--- src/rtl/rtc_pkg.sv ---
package rtc_pkg;

    // State of the response path of the register port
    typedef enum logic [1:0] {
        RSP_IDLE   = 2'd0,
        RSP_DATA   = 2'd1,
        RSP_REJECT = 2'd2
    } rsp_state_e;

    // Response flags produced for each state
    typedef struct packed {
        logic valid;
        logic err;
    } rsp_flags_t;

endpackage

--- src/rtl/rtc_prescaler.sv ---
module rtc_prescaler #(
    parameter int DIV = 16
) (
    input  logic clk,
    input  logic rst_n,
    output logic strobe_o
);

    generate
        if (DIV <= 1) begin : g_bypass
            assign strobe_o = 1'b1;
        end else begin : g_count
            localparam int CW = $clog2(DIV);
            localparam logic [CW-1:0] LAST = CW'(DIV - 1);

            logic [CW-1:0] cnt_q;

            always_ff @(posedge clk or negedge rst_n) begin
                if (!rst_n) begin
                    cnt_q <= '0;
                end else if (cnt_q == LAST) begin
                    cnt_q <= '0;
                end else begin
                    cnt_q <= cnt_q + CW'(1);
                end
            end

            assign strobe_o = (cnt_q == LAST);
        end
    endgenerate

endmodule

--- src/rtl/rtc_subsec_counter.sv ---
module rtc_subsec_counter #(
    parameter int STEP_SHIFT = 4,
    parameter int WRAP_LIMIT = 25_000_000,
    parameter int CYC_W      = 32
) (
    input  logic             clk,
    input  logic             rst_n,
    input  logic             strobe_i,
    output logic             wrap_o,
    output logic [CYC_W-1:0] value_o
);

    // Only the step count is stored; the low bits are always zero.
    localparam int STEPS = WRAP_LIMIT >> STEP_SHIFT;
    localparam int CNT_W = (STEPS > 1) ? $clog2(STEPS) : 1;
    localparam logic [CNT_W-1:0] LAST_STEP = CNT_W'(STEPS - 1);

    logic [CNT_W-1:0] steps_q;
    logic             at_last;

    assign at_last = (steps_q == LAST_STEP);
    assign wrap_o  = strobe_i && at_last;

    always_ff @(posedge clk or negedge rst_n) begin
        if (!rst_n) begin
            steps_q <= '0;
        end else if (strobe_i) begin
            if (at_last) begin
                steps_q <= '0;
            end else begin
                steps_q <= steps_q + CNT_W'(1);
            end
        end
    end

    assign value_o = CYC_W'({steps_q, {STEP_SHIFT{1'b0}}});

endmodule

--- src/rtl/rtc_seconds_counter.sv ---
module rtc_seconds_counter #(
    parameter int SEC_W = 32
) (
    input  logic             clk,
    input  logic             rst_n,
    input  logic             tick_i,
    output logic [SEC_W-1:0] value_o
);

    logic [SEC_W-1:0] sec_q;

    always_ff @(posedge clk or negedge rst_n) begin
        if (!rst_n) begin
            sec_q <= '0;
        end else if (tick_i) begin
            sec_q <= sec_q + SEC_W'(1);
        end
    end

    assign value_o = sec_q;

endmodule

--- src/rtl/rtc_read_port.sv ---
module rtc_read_port
    import rtc_pkg::*;
#(
    parameter int IDX_W   = 4,
    parameter int DATA_W  = 32,
    parameter int SEC_IDX = 0,
    parameter int CYC_IDX = 1
) (
    input  logic              clk,
    input  logic              rst_n,
    input  logic              req_valid,
    input  logic              req_write,
    input  logic [IDX_W-1:0]  req_index,
    input  logic [DATA_W-1:0] req_wdata,
    input  logic [DATA_W-1:0] sec_word,
    input  logic [DATA_W-1:0] cyc_word,
    output logic              rsp_valid,
    output logic              rsp_err,
    output logic [DATA_W-1:0] rsp_rdata
);

    localparam logic [IDX_W-1:0] SEC_SEL = IDX_W'(SEC_IDX);
    localparam logic [IDX_W-1:0] CYC_SEL = IDX_W'(CYC_IDX);

    rsp_state_e        state_q;
    rsp_state_e        state_d;
    logic [DATA_W-1:0] rdata_q;
    logic [DATA_W-1:0] rdata_d;
    rsp_flags_t        flags;
    logic              hit_sec;
    logic              hit_cyc;
    logic              wdata_unused;

    // Write data is discarded by design.
    assign wdata_unused = ^req_wdata;

    assign hit_sec = (req_index == SEC_SEL);
    assign hit_cyc = (req_index == CYC_SEL);

    // Next-state decode of the incoming request
    always_comb begin
        if (!req_valid) begin
            state_d = RSP_IDLE;
        end else if (req_write) begin
            state_d = RSP_REJECT;
        end else if (hit_sec || hit_cyc) begin
            state_d = RSP_DATA;
        end else begin
            state_d = RSP_REJECT;
        end
    end

    always_comb begin
        rdata_d = '0;
        if (state_d == RSP_DATA) begin
            rdata_d = hit_sec ? sec_word : cyc_word;
        end
    end

    // State register, with the data captured in the request cycle
    always_ff @(posedge clk or negedge rst_n) begin
        if (!rst_n) begin
            state_q <= RSP_IDLE;
            rdata_q <= '0;
        end else begin
            state_q <= state_d;
            rdata_q <= rdata_d;
        end
    end

    // Outputs derived from the current state
    always_comb begin
        flags = '{valid: 1'b0, err: 1'b0};
        unique case (state_q)
            RSP_IDLE:   flags = '{valid: 1'b0, err: 1'b0};
            RSP_DATA:   flags = '{valid: 1'b1, err: 1'b0};
            RSP_REJECT: flags = '{valid: 1'b1, err: 1'b1};
            default:    flags = '{valid: 1'b0, err: 1'b0};
        endcase
    end

    assign rsp_valid = flags.valid;
    assign rsp_err   = flags.err;
    assign rsp_rdata = rdata_q;

endmodule

--- src/rtl/ref_time_counters.sv ---
module ref_time_counters #(
    parameter int PRESCALE_DIV = 16,
    parameter int STEP_SHIFT   = 4,
    parameter int WRAP_LIMIT   = 25_000_000,
    parameter int SEC_W        = 32,
    parameter int DATA_W       = 32,
    parameter int IDX_W        = 4,
    parameter int SEC_IDX      = 0,
    parameter int CYC_IDX      = 1
) (
    input  logic              clk,
    input  logic              rst_n,
    input  logic              req_valid,
    input  logic              req_write,
    input  logic [IDX_W-1:0]  req_index,
    input  logic [DATA_W-1:0] req_wdata,
    output logic              rsp_valid,
    output logic              rsp_err,
    output logic [DATA_W-1:0] rsp_rdata
);

    logic              strobe;
    logic              wrap;
    logic [DATA_W-1:0] cyc_value;
    logic [SEC_W-1:0]  sec_value;
    logic [DATA_W-1:0] sec_word;

    rtc_prescaler #(
        .DIV (PRESCALE_DIV)
    ) u_presc (
        .clk      (clk),
        .rst_n    (rst_n),
        .strobe_o (strobe)
    );

    rtc_subsec_counter #(
        .STEP_SHIFT (STEP_SHIFT),
        .WRAP_LIMIT (WRAP_LIMIT),
        .CYC_W      (DATA_W)
    ) u_subsec (
        .clk      (clk),
        .rst_n    (rst_n),
        .strobe_i (strobe),
        .wrap_o   (wrap),
        .value_o  (cyc_value)
    );

    rtc_seconds_counter #(
        .SEC_W (SEC_W)
    ) u_sec (
        .clk     (clk),
        .rst_n   (rst_n),
        .tick_i  (wrap),
        .value_o (sec_value)
    );

    assign sec_word = DATA_W'(sec_value);

    rtc_read_port #(
        .IDX_W   (IDX_W),
        .DATA_W  (DATA_W),
        .SEC_IDX (SEC_IDX),
        .CYC_IDX (CYC_IDX)
    ) u_port (
        .clk       (clk),
        .rst_n     (rst_n),
        .req_valid (req_valid),
        .req_write (req_write),
        .req_index (req_index),
        .req_wdata (req_wdata),
        .sec_word  (sec_word),
        .cyc_word  (cyc_value),
        .rsp_valid (rsp_valid),
        .rsp_err   (rsp_err),
        .rsp_rdata (rsp_rdata)
    );

endmodule

--- config.mk ---
export PLATFORM = sky130hd
export DESIGN_NAME = ref_time_counters
export DESIGN_NICKNAME = d
export VERILOG_FILES = /design/src/rtl/rtc_pkg.sv /design/src/rtl/rtc_prescaler.sv /design/src/rtl/rtc_subsec_counter.sv /design/src/rtl/rtc_seconds_counter.sv /design/src/rtl/rtc_read_port.sv /design/src/rtl/ref_time_counters.sv
export SDC_FILE = /design/constraint.sdc
export NUM_CORES = 1
export LEC_CHECK = 0
export ABC_AREA = 0
export BUFFER_PORTS_ARGS = -buffer_cell sky130_fd_sc_hd__buf_2
export CORE_UTILIZATION = 60
export CTS_BUF_LIST = sky130_fd_sc_hd__clkbuf_4 sky130_fd_sc_hd__clkbuf_8
export DETAILED_ROUTE_END_ITERATION = 10
export HOLD_SLACK_MARGIN = 0.1
export PLACE_DENSITY = 0.86
export SKIP_CTS_REPAIR_TIMING = 1
export SLEW_MARGIN = 20
export SYNTH_ARGS = -nofsm -noshare
export SYNTH_HDL_FRONTEND = slang
export SYNTH_SLANG_ARGS = --single-unit
--- constraint.sdc ---
create_clock -name clk -period 4 [get_ports clk]
set_input_delay 0.6 -clock clk [delete_from_list [all_inputs] [get_ports clk]]
set_output_delay 0.6 -clock clk [all_outputs]
set_load 0.05 [all_outputs]
Word-level counts from Yosys, hierarchy flattened
Index checks and enable logic that the tools add are counted.

Equal/unequal tests: 6. $add $sub $neg: 3. Reductions and logical operators: 3. Multiplexer cells: 8.

Operator list (count): 2-to-1 mux 32 bit (2); adder 32 x 1 -> 32 bit (second input constant) (1); adder 21 x 1 -> 21 bit (second input constant) (1); == test 21 bit (second input constant) (1); 2-to-1 mux 21 bit (1); 2-to-1 mux 2 bit (3); adder 4 x 1 -> 4 bit (second input constant) (1); == test 2 x 1 -> 1 bit (second input constant) (2); == test 4 x 1 -> 1 bit (second input constant) (1); == test 4 bit (second input constant) (1); zero test 4 bit (1); 2-to-1 mux 4 bit (1); one-hot mux 2 bit (2 select lines) (1); == test 2 bit (second input constant) (1); logical AND 1 bit (1); logical OR 1 bit (1).

Output and inout port bits: 34. Input port bits: 40. Word-level logic and storage cells: 25. Bits in registers: 91.

Logic depth before layout (Yosys ltp)
Gate-level depths: netlist of run 1.

Depth in word-level cells: 7. Mapped depth: 7. Gate-level depth less buffers: 5.

Modules after synthesis
Synthesis of run 1 repeated with hierarchy kept, for this count alone.

Cell total of the unflattened synthesis: 384. Area, all modules: 4463.0 um2.

By module, submodules not included: rtc_read_port (area each 1624.1 um2, times used 1, seq. area each 850.8 um2, cells an instance 116); rtc_seconds_counter (area each 1448.9 um2, times used 1, seq. area each 800.8 um2, cells an instance 123); rtc_subsec_counter (area each 1221.2 um2, times used 1, seq. area each 525.5 um2, cells an instance 132); rtc_prescaler (area each 168.9 um2, times used 1, seq. area each 100.1 um2, cells an instance 13).

Worst setup path after synthesis of run 1
OpenSTA, ideal clock, no wires.

Path type: reg2reg. Start point: reg u_presc.g_count.cnt_q[0]. End point: reg u_subsec.steps_q[18]. Path slack: 2054 ps. Library setup time: 73 ps. Stages on the path, launching flop included: 7. Clock period less this slack: 1946 ps. Buffers on the path: 1. Data required time: 3927 ps. Data arrival time: 1873 ps. Path through: dfrtp_1 > ha_1 > nand3_1 > or4_1 > buf_2 > or4_4 > a21oi_2.

Cells in the longest elaborated chain, start to end: 1.

RTL lines: start: declaration (line rtc_prescaler.sv:16) `logic [CW-1:0] cnt_q;`; start signal: assignment (line rtc_prescaler.sv:24) `cnt_q <= cnt_q + CW'(1);`; == test 4 bit (line rtc_prescaler.sv:28) `assign strobe_o = (cnt_q == LAST);`; end signal: assignment (line rtc_subsec_counter.sv:31) `steps_q <= steps_q + CNT_W'(1);`; end: declaration (line rtc_subsec_counter.sv:18) `logic [CNT_W-1:0] steps_q;`.

No other way between the ends. A chain may end at the register's enable or synchronous reset.

Final worst setup path of run 1
Start point: reg u_presc.g_count.cnt_q[0]. End point: reg u_sec.sec_q[20], in the netlist u_sec.value_o[20].

Cells in the longest elaborated chain, start to end: 2.

RTL lines: == test 4 bit (line rtc_prescaler.sv:28); logical AND 1 bit (line rtc_subsec_counter.sv:22) `assign wrap_o = strobe_i && at_last;`; end signal: assignment (line rtc_seconds_counter.sv:16) `sec_q <= sec_q + SEC_W'(1);`; end: declaration (line rtc_seconds_counter.sv:10) `logic [SEC_W-1:0] sec_q;`.

No other way between the ends.

==> results_dict.tcl, run 1 <==
set metrics [dict create \
    slew-limit-headroom_pct 47.0 \
    hold_path_class "in -> async" \
    status "finished, violations left" \
    die_area_um2 7070 \
    ir_drop_uv 224 \
    synth_cell_types 29 \
    power_frac_comb_pct 2.4 \
    path_buf_inv 0 \
    nets 477 \
    critical_path_arrival_ns 2.87 \
    fin_tns_setup_ns 0 \
    postSynth.asyncResetShare_pct 100 \
    synthesis.area_um2 4040 \
    fmax_mhz 387 \
    critPathMaxFanout 14 \
    use_met3_pct 5.34 \
    final.min_clock_period_ns 2.58 \
    synth_nets 441 \
    cp_cell_sequence "ha_1 -> and3_1 -> nand4_1 -> nor4_1 -> xor2_1" \
    final_cell_mix "dfrtp_1, nand2_1, buf_2" \
    clk_pin_slew_ns 0.09 \
    drv_slew 0 \
    grt.met2_usage_pct 41.7 \
    grt_pass1_wl_um 14400 \
    drive_gt1_share_pct 15.1 \
    numCtsBuffers 9 \
    start_util_pct 62.9 \
    antenna_cells 0 \
    tightest_slew_ns 0.795 \
    seqPwrFrac_pct 58.3 \
    synth-edff-count 0 \
    io_buffers 41 \
    synth-seq-cells 91 \
    clockPowerShare_pct 39.3 \
    htreeDepth 3 \
    cpMaxStageDelayCell "nand4_1" \
    endpoint_kind "register" \
    post-dp-hpwl_um 5570 \
    num_vias 3124 \
    critPathLaunchType "register" \
    final_core_util_pct 70.1 \
    first_iter_violations 256 \
    violations "design-rule violations" \
    min_period_over_period_pct 64.6 \
    root_buffer "clkbuf_8" \
    wl_per_cell_um 16.7 \
    p_int_w 0.00122 \
    area_growth_pct 11.4 \
    setup_viol 0 \
    p_leak_nw 2.21 \
    hold_viol_final 0 \
    fin_skew_ns 0.0127 \
    via_per_inst 6.07 \
    syn-instance-count 397 \
    gr-max-usage-layer "met2" \
    cts_sinks 91 \
    ant_nets 0 \
    final_area_um2 4500 \
    cpPeakStageDelay_ns 0.64 \
    die_h_um 84.1 \
    core.rowCount 29 \
    p_sw_w 0.000361 \
    cts_tree "done" \
    grt_max_degree 92 \
    grt_setup_unrepaired "no" \
    grt.overflow.total 0 \
    die_w_um 84.1 \
    ios 74 \
    avgSynthCellArea_um2 10.2 \
    core_um2 6420 \
    clk_latency_ns 0.36 \
    grt_antenna_before_repair 0 \
    final_common_cell "dfrtp_1" \
    drt-pass1-iter-count 7 \
    crit_family "simple AND/OR/NAND/NOR gates" \
    crit_type "reg -> reg" \
    drc 6 \
    grt_use_total_pct 26.5 \
    switching_share_pct 22.8 \
    yosys_warnings 0 \
    postPlaceCellArea_um2 4300 \
    grt_util_met1_pct 37.3 \
    grt_pass1_vias 2949 \
    synth_sequential_area_ratio_pct 56.3 \
    place_congestion 0.832 \
    finalWirelength_um 8580 \
    yosys_most_used_dff "dfrtp_1" \
    drv_cap 0 \
    power-per-cell-area_nw_per_um2 351 \
    critPathRequiredTime_ns 4.28 \
    clock_path_buffers 2 \
]
[sequential cells by signal (all words and copies together), names as in the netlist]
register,count
u_port.state_q,2
u_sec.value_o,32
u_port.rsp_rdata,32
u_presc.g_count.cnt_q,4
u_subsec.steps_q,21
[metal layers]
layer	share of wire, %	vias up
met5	0	-
met1	46	1559
met3	4.4	15
met2	49	82
met4	1.5	0
li1	-	1468
[cells by family (layout without fill, tap and decap cells)]
kind of cell               Yosys count  after routing  share of synthesized area (%)
adders and majority gates            4              4                           1.24
muxes                                1              1                          0.279
buffers and inverters               35             76                           3.37
xor gates and xnor gates            43             43                           9.32
DFF                                 91             91                           56.3
and+or+nand+nor                    181            181                           24.1
AOI/OAI and AO/OA                   42             42                           5.36
[worst paths after layout]
kind / startpoint / slack (ns) / endpoint / depth (start not counted)
setup / recovery: u_presc.g_count.cnt_q[0]$_DFF_PN0_ / 1.42 / u_sec.value_o[20]$_DFFE_PN0P_ / 5
hold / removal: rst_n / 0.27 / u_port.rsp_rdata[29]$_DFF_PN0_ / 1
setup reg to reg: u_presc.g_count.cnt_q[0]$_DFF_PN0_ / 1.42 / u_sec.value_o[20]$_DFFE_PN0P_ / 5
hold reg to reg: u_sec.value_o[31]$_DFFE_PN0P_ / 0.46 / u_sec.value_o[31]$_DFFE_PN0P_ / 1
max in group asynchronous: rst_n / 3.16 / u_sec.value_o[24]$_DFFE_PN0P_ / 1
min in group clk: u_sec.value_o[31]$_DFFE_PN0P_ / 0.46 / u_sec.value_o[31]$_DFFE_PN0P_ / 1
[worst register-to-register path: cells and delay by family (launching register included)]
kind | cells | cell delay (ns)
XOR/XNOR | 1 | 0.20
AND/OR/NAND/NOR | 3 | 1.62
flip-flops | 1 | 0.42
adder cells (fa/ha/maj) | 1 | 0.26
[cells in the mapped netlist (all sizes together), types with 6 or more instances]
cell type / instances / area [um2]
a21oi: 29 / 149
and3: 15 / 93.8
and4: 9 / 78.8
buf: 6 / 27.5
clkbuf: 14 / 52.6
dfrtp: 91 / 2280
inv: 15 / 56.3
nand2: 60 / 225
nand3: 12 / 60.1
nand4: 19 / 119
nor2: 8 / 30.0
nor3: 12 / 60.1
nor4: 27 / 169
o21ai: 12 / 60.1
or3: 6 / 37.5
xnor2: 14 / 123
xor2: 29 / 254
[power by group through the flow]
stage / clock, W / sequential (W) / combinational (W)
3_5_place_dp: 0 / 0.000939 / 0.0000396
4_1_cts: 0.000624 / 0.000920 / 0.0000395
6_report: 0.000620 / 0.000920 / 0.0000384
2_1_floorplan: 0 / 0.000940 / 0.0000124
5_1_grt: 0.000668 / 0.000921 / 0.0000447
3_3_place_gp: 0 / 0.000939 / 0.0000386
[layout make-up]
class / count / area [um2]
Clock buffer: 9 / 124
Clock inverter: 7 / 73.8
Fill cell: 468 / 1920
Inverter: 15 / 56.3
Multi-Input combinational cell: 271 / 1630
Sequential cell: 91 / 2280
Tap cell: 77 / 96.3
Timing Repair Buffer: 45 / 241
[stage by stage]
step | std cells | worst slack [ns] | hold slack [ns] | total power (W)
after global placement | 499 | 1.60 | 0.450 | 0.000977
after CTS | 515 | 1.46 | 0.465 | 0.00158
after floorplan | 397 | 2.05 | 0.304 | 0.000953
final | 515 | 1.42 | 0.272 | 0.00158
after detailed placement | 499 | 1.53 | 0.448 | 0.000978
after global routing | 515 | 1.27 | 0.343 | 0.00163
No activity file was read; power rests on OpenSTA's default activity.
==> inputs of run 2 (changes only) <==
Settings changed: CORE_UTILIZATION 60 to 57, PLACE_DENSITY 0.86 to 0.82.
Clock period 4 ns to 2.5 ns, I/O delays scaled along.
==> results_dict.tcl, run 2 (synthesis gave the netlist of run 1 again) <==
set metrics [dict create \
    cpPeakStageDelay_ns 0.45 \
    ant_nets 0 \
    io_buffers 41 \
    area_growth_pct 13.2 \
    clk_latency_ns 0.36 \
    final.min_clock_period_ns 2.29 \
    die_h_um 86.2 \
    hold_viol_final 0 \
    drv_cap 0 \
    drive_gt1_share_pct 16.4 \
    htreeDepth 3 \
    drv_slew 0 \
    fin_ws_ns 0.211 \
    grt_setup_unrepaired "no" \
    final_cell_mix "dfrtp_1, nand2_1, buf_2" \
    power-per-cell-area_nw_per_um2 533 \
    numCtsBuffers 9 \
    grt.overflow.total 0 \
    finalWirelength_um 8650 \
    status "finished clean" \
    core_um2 6830 \
    setup_viol 0 \
    fin_skew_ns 0.0127 \
    die_w_um 86.2 \
    path_buf_inv 1 \
    root_buffer "clkbuf_8" \
    cts_sinks 91 \
    nets 485 \
    clock_path_buffers 2 \
    finalPower_w 0.00244 \
    drc 0 \
    critPathLaunchType "register" \
    grt_pass1_wl_um 14600 \
    slew-limit-headroom_pct 51.8 \
    core.rowCount 30 \
    place_congestion 0.855 \
    first_iter_violations 291 \
    final_common_cell "dfrtp_1" \
    critical_path_arrival_ns 2.57 \
    grt_max_degree 44 \
    antenna_cells 0 \
    start_util_pct 59.2 \
    die_area_um2 7430 \
    hold_path_class "in -> reg" \
    place_ws_ns 0.358 \
    grt_antenna_before_repair 0 \
    cpMaxStageDelayCell "dfrtp_1" \
    tightest_slew_ns 0.723 \
    ios 74 \
    postPlaceCellArea_um2 4390 \
    ir_drop_uv 296 \
    cts_tree "done" \
    p_leak_nw 2.25 \
    grt_use_total_pct 25.8 \
    critPathMaxFanout 30 \
    cp_cell_sequence "ha_1 -> nor4bb_1 -> nand4_1 -> buf_4 -> nor4_1 -> xor2_1" \
    nFillCells 557 \
    min_period_over_period_pct 91.6 \
    clk_pin_slew_ns 0.09 \
    drt-pass1-iter-count 4 \
    critPathRequiredTime_ns 2.78 \
    post-dp-hpwl_um 5960 \
    crit_type "reg -> reg" \
    fin_tns_setup_ns 0 \
    via_per_inst 5.78 \
    num_vias 3131 \
    grt_pass1_vias 3036 \
    wl_per_cell_um 16.0 \
    endpoint_kind "register" \
    fmax_mhz 437 \
    final_area_um2 4570 \
    crit_family "simple AND/OR/NAND/NOR gates" \
]
-- run 2: cell type report --
type	count	area, um2	area share, %
Sequential cell	91	2280	49.8
Multi-Input combinational cell	271	1630	35.7
Timing Repair Buffer	53	313	6.84
Clock buffer	10	131	2.87
Tap cell	96	120	2.63
Inverter	15	56.3	1.23
Clock inverter	6	41.3	0.903
-- run 2: worst paths after layout --
kind | startpoint | to | slack, ns | cells past startpoint
max in group asynchronous | rst_n | u_subsec.steps_q[17]$_DFFE_PN0N_ | 1.38 | 3
setup / recovery | u_subsec.steps_q[0]$_DFFE_PN0N_ | u_sec.value_o[31]$_DFFE_PN0P_ | 0.21 | 6
setup reg to reg | u_subsec.steps_q[0]$_DFFE_PN0N_ | u_sec.value_o[31]$_DFFE_PN0P_ | 0.21 | 6
min in group asynchronous | rst_n | u_port.rsp_rdata[29]$_DFF_PN0_ | 0.53 | 2
hold / removal | req_valid | u_port.state_q[1]$_DFF_PN0_ | 0.29 | 2
hold reg to reg | u_sec.value_o[25]$_DFFE_PN0P_ | u_sec.value_o[25]$_DFFE_PN0P_ | 0.48 | 1
-- run 2: layer usage --
metal / vias to the layer above / track usage (%) / part of all wire (%)
li1: 1472 / - / -
met1: 1534 / 35.4 / 45
met2: 105 / 40.7 / 48
met3: 20 / 5.33 / 4.6
met4: 0 / 10.3 / 2.3
met5: - / 0 / 0
-- run 2: stage by stage --
stage	std cells	hold slack [ns]	utilization, %
after floorplan	397	0.0794	-
after global placement	525	0.394	64.3
after detailed placement	525	0.390	64.3
after CTS	541	0.00000744	66.8
after global routing	542	0.283	66.9
final	542	0.288	66.9
-- run 2: power by group --
group	internal, W	total [W]	leakage (nW)	switching [W]
clock	0.000375	0.000897	0.0938	0.000523
combinational	0.0000154	0.0000689	0.899	0.0000535
sequential	0.00147	0.00147	1.26	0.000000467
